[config.mk]
export PLATFORM = sky130hd
export DESIGN_NAME = pw_wave_engine
export DESIGN_NICKNAME = d
export VERILOG_FILES = /design/src/rtl/pw_pkg.sv /design/src/rtl/pw_tempo.sv /design/src/rtl/pw_lfsr.sv /design/src/rtl/pw_phase_acc.sv /design/src/rtl/pw_shaper.sv /design/src/rtl/pw_wave_engine.sv
export SDC_FILE = /design/constraint.sdc
export NUM_CORES = 1
export LEC_CHECK = 0
export ABC_AREA = 0
export BUFFER_PORTS_ARGS = -buffer_cell sky130_fd_sc_hd__buf_2
export CORE_MARGIN = 3
export CORE_UTILIZATION = 56
export CTS_CLUSTER_SIZE = 10
export DETAILED_ROUTE_END_ITERATION = 10
export PLACE_DENSITY = 0.82
export SLEW_MARGIN = 20
export SYNTH_ARGS = -nofsm -noshare
export SYNTH_HDL_FRONTEND = slang
export SYNTH_HIERARCHICAL = 1
export SYNTH_SLANG_ARGS = --single-unit
[constraint.sdc]
create_clock -name clk -period 3.54 [get_ports clk]
set_input_delay 0.177 -clock clk [delete_from_list [all_inputs] [get_ports clk]]
set_output_delay 0.177 -clock clk [all_outputs]
set_load 0.01 [all_outputs]
[src/rtl/pw_pkg.sv]
package pw_pkg;
  localparam int NUM_CH = 4;
  localparam int STEP_BITS = 4;
  typedef enum logic [1:0] {
    SH_SAW  = 2'd0,
    SH_TRI  = 2'd1,
    SH_PWM  = 2'd2,
    SH_STEP = 2'd3
  } shape_e;
endpackage

[src/rtl/pw_tempo.sv]
module pw_tempo #(
  parameter int FAST_LOG2 = 12,
  parameter int SLOW_LOG2 = 16,
  parameter int STEP_W    = 4
) (
  input  logic              clk,
  input  logic              rst,
  input  logic              fast_i,
  output logic              adv_o,
  output logic              tick_o,
  output logic [STEP_W-1:0] step_o
);
  logic [SLOW_LOG2-1:0] cnt_q;
  logic                 tick_q;
  logic [STEP_W-1:0]    step_q;
  logic                 tick_now;

  assign tick_now = fast_i ? (&cnt_q[FAST_LOG2-1:0]) : (&cnt_q);

  always_ff @(posedge clk) begin
    if (rst) begin
      cnt_q  <= '0;
      tick_q <= 1'b0;
      step_q <= '0;
    end else begin
      cnt_q  <= cnt_q + 1'b1;
      tick_q <= tick_now;
      if (tick_now) step_q <= step_q + 1'b1;
    end
  end

  assign adv_o  = tick_now;
  assign tick_o = tick_q;
  assign step_o = step_q;

  assert_tick_single_R7: assert property (@(posedge clk) disable iff (rst)
    tick_q |=> !tick_q);
  assert_step_adv_R8: assert property (@(posedge clk) disable iff (rst)
    tick_q |-> (step_q == STEP_W'($past(step_q) + 1'b1)));
  assert_step_hold_R8: assert property (@(posedge clk) disable iff (rst)
    (step_q != $past(step_q)) |-> tick_q);
endmodule

[src/rtl/pw_lfsr.sv]
module pw_lfsr #(
  parameter int           WIDTH    = 16,
  parameter logic [15:0]  SEED     = 16'hACE1,
  parameter logic [15:0]  TAP_MASK = 16'hD008
) (
  input  logic             clk,
  input  logic             rst,
  input  logic             en_i,
  output logic [WIDTH-1:0] q_o
);
  logic [WIDTH-1:0] q;
  logic             fb;

  assign fb = ^(q & WIDTH'(TAP_MASK));

  always_ff @(posedge clk) begin
    if (rst)       q <= WIDTH'(SEED);
    else if (en_i) q <= {q[WIDTH-2:0], fb};
  end

  assign q_o = q;

  assert_lfsr_nonzero_R9: assert property (@(posedge clk) disable iff (rst)
    q != '0);
  assert_lfsr_hold_R9: assert property (@(posedge clk) disable iff (rst)
    !en_i |=> $stable(q));
endmodule

[src/rtl/pw_phase_acc.sv]
module pw_phase_acc #(
  parameter int ACC_W   = 20,
  parameter int PHASE_W = 16,
  parameter int LIVE_W  = 8,
  parameter int MOD_W   = 3,
  parameter int XM_W    = 4,
  parameter int BASE    = 256
) (
  input  logic               clk,
  input  logic               rst,
  input  logic               freeze_i,
  input  logic [LIVE_W-1:0]  live_i,
  input  logic [MOD_W-1:0]   mod_i,
  input  logic [XM_W-1:0]    xmod_i,
  output logic [PHASE_W-1:0] phase_o
);
  logic [ACC_W-1:0] acc_q;
  logic [ACC_W-1:0] inc;

  assign inc = ACC_W'(BASE) + (ACC_W'(live_i) << 2) + ACC_W'(mod_i) + ACC_W'(xmod_i);

  always_ff @(posedge clk) begin
    if (rst)            acc_q <= '0;
    else if (!freeze_i) acc_q <= acc_q + inc;
  end

  assign phase_o = acc_q[ACC_W-1 -: PHASE_W];

  assert_freeze_hold_R3: assert property (@(posedge clk) disable iff (rst)
    freeze_i |=> $stable(acc_q));
endmodule

[src/rtl/pw_shaper.sv]
module pw_shaper
  import pw_pkg::*;
#(
  parameter int SAMPLE_W = 16,
  parameter int LIVE_W   = 8,
  parameter int CH       = 0
) (
  input  logic                clk,
  input  logic                rst,
  input  logic [1:0]          scene_i,
  input  logic [LIVE_W-1:0]   live_i,
  input  logic [SAMPLE_W-1:0] phase_i,
  input  logic [SAMPLE_W-1:0] noise_i,
  output logic [SAMPLE_W-1:0] sample_o
);
  localparam logic [1:0] CH_L = 2'(CH);
  logic [1:0]          sel_raw;
  shape_e              sel;
  logic                use_noise;
  logic [SAMPLE_W-1:0] shaped;
  logic [SAMPLE_W-1:0] sample_q;

  assign sel_raw   = scene_i + CH_L;
  assign sel       = shape_e'(sel_raw);
  assign use_noise = (scene_i == 2'd3) && (CH == NUM_CH - 1);

  always_comb begin
    unique case (sel)
      SH_SAW:  shaped = phase_i;
      SH_TRI:  shaped = phase_i[SAMPLE_W-1] ? ~{phase_i[SAMPLE_W-2:0], 1'b0}
                                            :  {phase_i[SAMPLE_W-2:0], 1'b0};
      SH_PWM:  shaped = (phase_i[SAMPLE_W-1 -: LIVE_W] < live_i) ? '1 : '0;
      default: shaped = {phase_i[SAMPLE_W-1 -: STEP_BITS], {(SAMPLE_W-STEP_BITS){1'b0}}};
    endcase
  end

  always_ff @(posedge clk) begin
    if (rst) sample_q <= '0;
    else     sample_q <= use_noise ? noise_i : shaped;
  end

  assign sample_o = sample_q;

  assert_pwm_rail_R5: assert property (@(posedge clk) disable iff (rst)
    (sel == SH_PWM && !use_noise) |=> (sample_q == '0 || sample_q == '1));
endmodule

[src/rtl/pw_wave_engine.sv]
module pw_wave_engine
  import pw_pkg::*;
#(
  parameter int ACC_W     = 20,
  parameter int SAMPLE_W  = 16,
  parameter int LIVE_W    = 8,
  parameter int MOD_W     = 3,
  parameter int XM_W      = 4,
  parameter int BASE_STEP = 256,
  parameter int FAST_LOG2 = 12,
  parameter int SLOW_LOG2 = 16
) (
  input  logic                         clk,
  input  logic                         rst,
  input  logic [1:0]                   scene_i,
  input  logic [MOD_W-1:0]             mod_i,
  input  logic [LIVE_W-1:0]            live_i,
  input  logic                         fast_i,
  input  logic                         freeze_i,
  output logic [NUM_CH*SAMPLE_W-1:0]   samples_o,
  output logic [STEP_BITS-1:0]         step_o,
  output logic                         tick_o,
  output logic [MOD_W-1:0]             mod_mon_o
);
  logic                adv;
  logic [SAMPLE_W-1:0] noise;
  logic [SAMPLE_W-1:0] phase [NUM_CH];
  logic [XM_W-1:0]     xmod  [NUM_CH];

  pw_tempo #(.FAST_LOG2(FAST_LOG2), .SLOW_LOG2(SLOW_LOG2), .STEP_W(STEP_BITS)) u_tempo (
    .clk(clk), .rst(rst), .fast_i(fast_i), .adv_o(adv), .tick_o(tick_o), .step_o(step_o)
  );

  pw_lfsr #(.WIDTH(SAMPLE_W)) u_noise (
    .clk(clk), .rst(rst), .en_i(adv), .q_o(noise)
  );

  for (genvar k = 0; k < NUM_CH; k++) begin : g_ch
    if (k == 0) begin : g_head
      assign xmod[k] = '0;
    end else begin : g_chain
      assign xmod[k] = phase[k-1][SAMPLE_W-1 -: XM_W];
    end

    pw_phase_acc #(
      .ACC_W(ACC_W), .PHASE_W(SAMPLE_W), .LIVE_W(LIVE_W), .MOD_W(MOD_W),
      .XM_W(XM_W), .BASE(BASE_STEP * (k + 1))
    ) u_acc (
      .clk(clk), .rst(rst), .freeze_i(freeze_i), .live_i(live_i), .mod_i(mod_i),
      .xmod_i(xmod[k]), .phase_o(phase[k])
    );

    pw_shaper #(.SAMPLE_W(SAMPLE_W), .LIVE_W(LIVE_W), .CH(k)) u_shape (
      .clk(clk), .rst(rst), .scene_i(scene_i), .live_i(live_i), .phase_i(phase[k]),
      .noise_i(noise), .sample_o(samples_o[k*SAMPLE_W +: SAMPLE_W])
    );
  end

  always_ff @(posedge clk) mod_mon_o <= mod_i;

  assert_mirror_R10: assert property (@(posedge clk) disable iff (rst)
    mod_mon_o == $past(mod_i));
endmodule

==> metrics.md <==
| Metric | Value |
|---|---|
| Outcome | finished, final reports clean |
| Remaining Overflow, GRT | 0 |
| Overall Power | 6.414 mW |
| Post-DP HPWL | 20980 µm |
| Cell count of the worst hold path | 3 |
| Gpl congestion | between 0.8 and 0.9 |
| Antenna violations before repair | 0 |
| Chip height | between 150 and 200 µm |
| Reg2reg end | g_ch[2].u_acc/acc_q[16] |
| Placed insts | 1813 |
| Routed wire length per instance | about 16 µm |
| Routed wire length | 29850 µm |
| Drt first pass iters | 5 |
| Final count of hold timing violations | 0 |
| RSZ-0062 raised after global routing | false |
| Synth area leaders | dfxtp_1 (28%), ha_1 (12%), buf_4 (4.2%) |
| Worst EP arrival | 3.72 ns |
| Row cnt | 55 |
| CTS tree | done |
| Vias per cell | 5.795 |
| Leak | 6.232 nW |
| WS Path Type | input pin to flop |
| Setup violators final | 0 |
| Primary FF master, synth | dfxtp_1 |
| Synth Area per Inst | 8.648 µm² |
| H-tree depth | 4 |
| Crit path launch type | input pin |
| Reg2reg setup slack | about 0.26 ns |
| Top post-synthesis cells by count | dfxtp_1 (184), inv_1 (138), ha_1 (125), nand2_1 (121), nor2_1 (110) |
| CP required | 3.87 ns |
| Netlist Area Pre-Place | about 13000 µm² |
| Clk_lat worst skew | 0.44 ns |
| Final Core Density | 0.6083 |
| Library cells used by synthesis | 105 |
| Post-CTS Setup Inserts | 0 |
| Hold path endpoint | u_tempo/tick_o |
| Global-route wire length before repair | 49940 µm |
| DR iter-0 viols | 840 |
| Largest net degree at the start of global routing | about 70 |
| Max VDD drop | 0.3630 mV |
| Synth area leader | dfxtp_1 |
| Layout cells sized above 1 | 0.1490 |
| CTS Buf Count | 17 |
| Max Cap Viol | 0 |
| Reg-to-Reg Start | g_ch[1].u_acc/acc_q[18] |
| Total GRT Usage | 0.2317 |
| Fin. max-slew vios | 0 |
| Antenna diodes | 0 |
| Max_slew headroom | 0.3494 |
| Register-to-Register Path Depth | 11 |
| Post-route ant nets | 0 |
| Area delta synth->final | 5.562% |
| Vias in the first global route | 10.38k |
| Die W | 159.6 µm |
| Port Buf Inserts | 88 |
| Hold WC Path Type | input pin to flop |
| NumNets Final | ~1.7k |
| Mapped Cells | 1527 |
| Ports | 89 |
| Total core area | between 20000 and 25000 µm² |
| Number of remaining DRC errors | 0 |
| Hold WS | 0.1530 ns |
| Final min period | between 3 and 4 ns |
| Final Non-Filler Cells | 1850 |
| Die ar. | roughly 25000 µm² |
| Yosys top cell area share | 0.2789 |
| Filler cell count | 1942 |
| Clock skew | ~0.010 ns |
| CP max FO | 5 |
| Critical hold path startpoint | fast_i |
| Clk sinks | 184 |
| #FFs+latches synth | 184 |
| EDFF count, synth | 0 |
| CTS root buffer | clkbuf_16 |
| Slew @ Worst Pin | ~1 ns |
| Initial Util | 0.5762 |
| CTS clk-pin slew, worst paths | 0.07 ns |
| Count leader, synth | dfxtp_1 |
| Setup TNS | 0 ns |
| FMAX | 0.2951 GHz |
| Fin crit share | 0.9571 |
| CP endpoint kind | flop |
| Register area share after synthesis | 0.2789 |
| PwrDens | 460.2 nW/µm² |
| Via count | 10.72k |
| Synth Warn # | 6 |
| Async SR Flop Fraction | 0 |
| Buffers from clock root to sink, at most | 2 |
==> cells by family (layout without fill, tap and decap cells) <==
group,count (synthesis),in the layout,share of synthesized area
simple gates,448,448,0.1699
compound gates,335,335,0.1889
buf+inv,279,286,0.1116
flops,184,184,0.2789
fa+ha+maj,149,149,0.1548
xor+xnor,82,82,0.05609
mux,49,49,0.03942
other cells,1,4,0.0002840
==> metrics by stage <==
stage	setup WS [ns]	instance area (µm²)
2_1_floorplan	0.1689	13220
3_3_place_gp	0.2316	13260
3_5_place_dp	0.1387	13260
4_1_cts	0.07918	13910
5_1_grt	0.002087	13940
6_report	0.1517	13940
==> flip-flops by register name, summed over array words and instances (netlist names) <==
signal	count
g_ch.u_acc/acc_q	80
u_tempo/step_o	4
u_tempo/cnt_q	16
u_tempo/tick_o	1
g_ch.u_shape/sample_o	64
u_noise/q_o	16
mod_mon_o	3
==> critical path, cell delays in order <==
cell and delay [ns]:
dlygate4sd3_1 0.53, clkbuf_4 0.17, inv_1 0.07, fa_1 0.57
fa_1 0.42, inv_1 0.07, ha_1 0.17, inv_1 0.06
fa_2 0.36, nand2b_4 0.16, a21oi_2 0.16, o21ai_2 0.11
a2111oi_4 0.35, mux2_1 0.35
==> cell type report <==
type                            count  area [µm²]  area share
Clock buffer                       18       439.2     0.03151
Clock inverter                     14       176.4     0.01266
Inverter                          141       529.3     0.03797
Multi-Input combinational cell   1067        8069      0.5789
Sequential cell                   184        3684      0.2642
Tap cell                          313       391.6     0.02809
Timing Repair Buffer              113       650.6     0.04667
==> routing by layer <==
metal,wire length [µm],GRT usage
met1,12900,0.2969
met2,14600,0.3962
met3,1751,0.04214
met4,603,0.07282
met5,0,0
==> layout by cell type, fill, tap and decap left out, types with 5 or more instances in the layout <==
cell type / netlist / routed
o211ai_1: 35 / 35
buf_4: 73 / 22
a21oi_2: 22 / 22
or3_1: 17 / 17
mux2_1: 6 / 6
nand4_1: 15 / 15
nor2_1: 110 / 110
o32ai_2: 7 / 7
xor2_1: 38 / 38
a31oi_1: 25 / 25
nand2_1: 121 / 121
inv_1: 138 / 138
mux2_2: 14 / 14
dfxtp_1: 184 / 184
mux2i_1: 28 / 28
fa_1: 24 / 23
nor4_1: 6 / 6
a21o_1: 7 / 7
inv_8: 0 / 5
nand3_1: 51 / 51
nor2b_1: 31 / 31
nor3_1: 15 / 15
nand2b_1: 28 / 27
a211oi_1: 12 / 12
buf_2: 12 / 85
o32ai_1: 6 / 6
o21ai_0: 37 / 37
and3_1: 12 / 12
clkbuf_16: 0 / 17
xnor2_1: 41 / 41
ha_1: 125 / 125
o21ai_1: 8 / 8
a21oi_1: 93 / 93
and4_1: 10 / 10
a311oi_1: 6 / 6
==> power by group <==
part | switching, mW | internal, mW
Sequential | 0.156 | 2.24
Clock | 0.922 | 1.09
Combinational | 1.18 | 0.827
Total | 2.26 | 4.16
==> how the worst max path moves through the flow <==
stage	cells past startpoint	start	end	slack, ns
2_1_floorplan	13	g_ch[0].u_acc/acc_q[18]	g_ch[1].u_acc/acc_q[14]	0.17
3_3_place_gp	13	live_i[0]	g_ch[1].u_acc/acc_q[14]	0.23
3_5_place_dp	13	live_i[0]	g_ch[1].u_acc/acc_q[14]	0.14
4_1_cts	14	mod_i[2]	g_ch[1].u_acc/acc_q[14]	0.08
5_1_grt	14	mod_i[2]	g_ch[3].u_acc/acc_q[18]	0.002
6_report	14	mod_i[2]	g_ch[1].u_acc/acc_q[14]	0.15
==> what timing repair did <==
action	in CTS	in global routing
hold buffers	3	0
endpoints found under the hold margin	3	0
endpoints found under the setup margin	0	4
gates resized for setup	0	3
(Power assumes the default switching activity.)
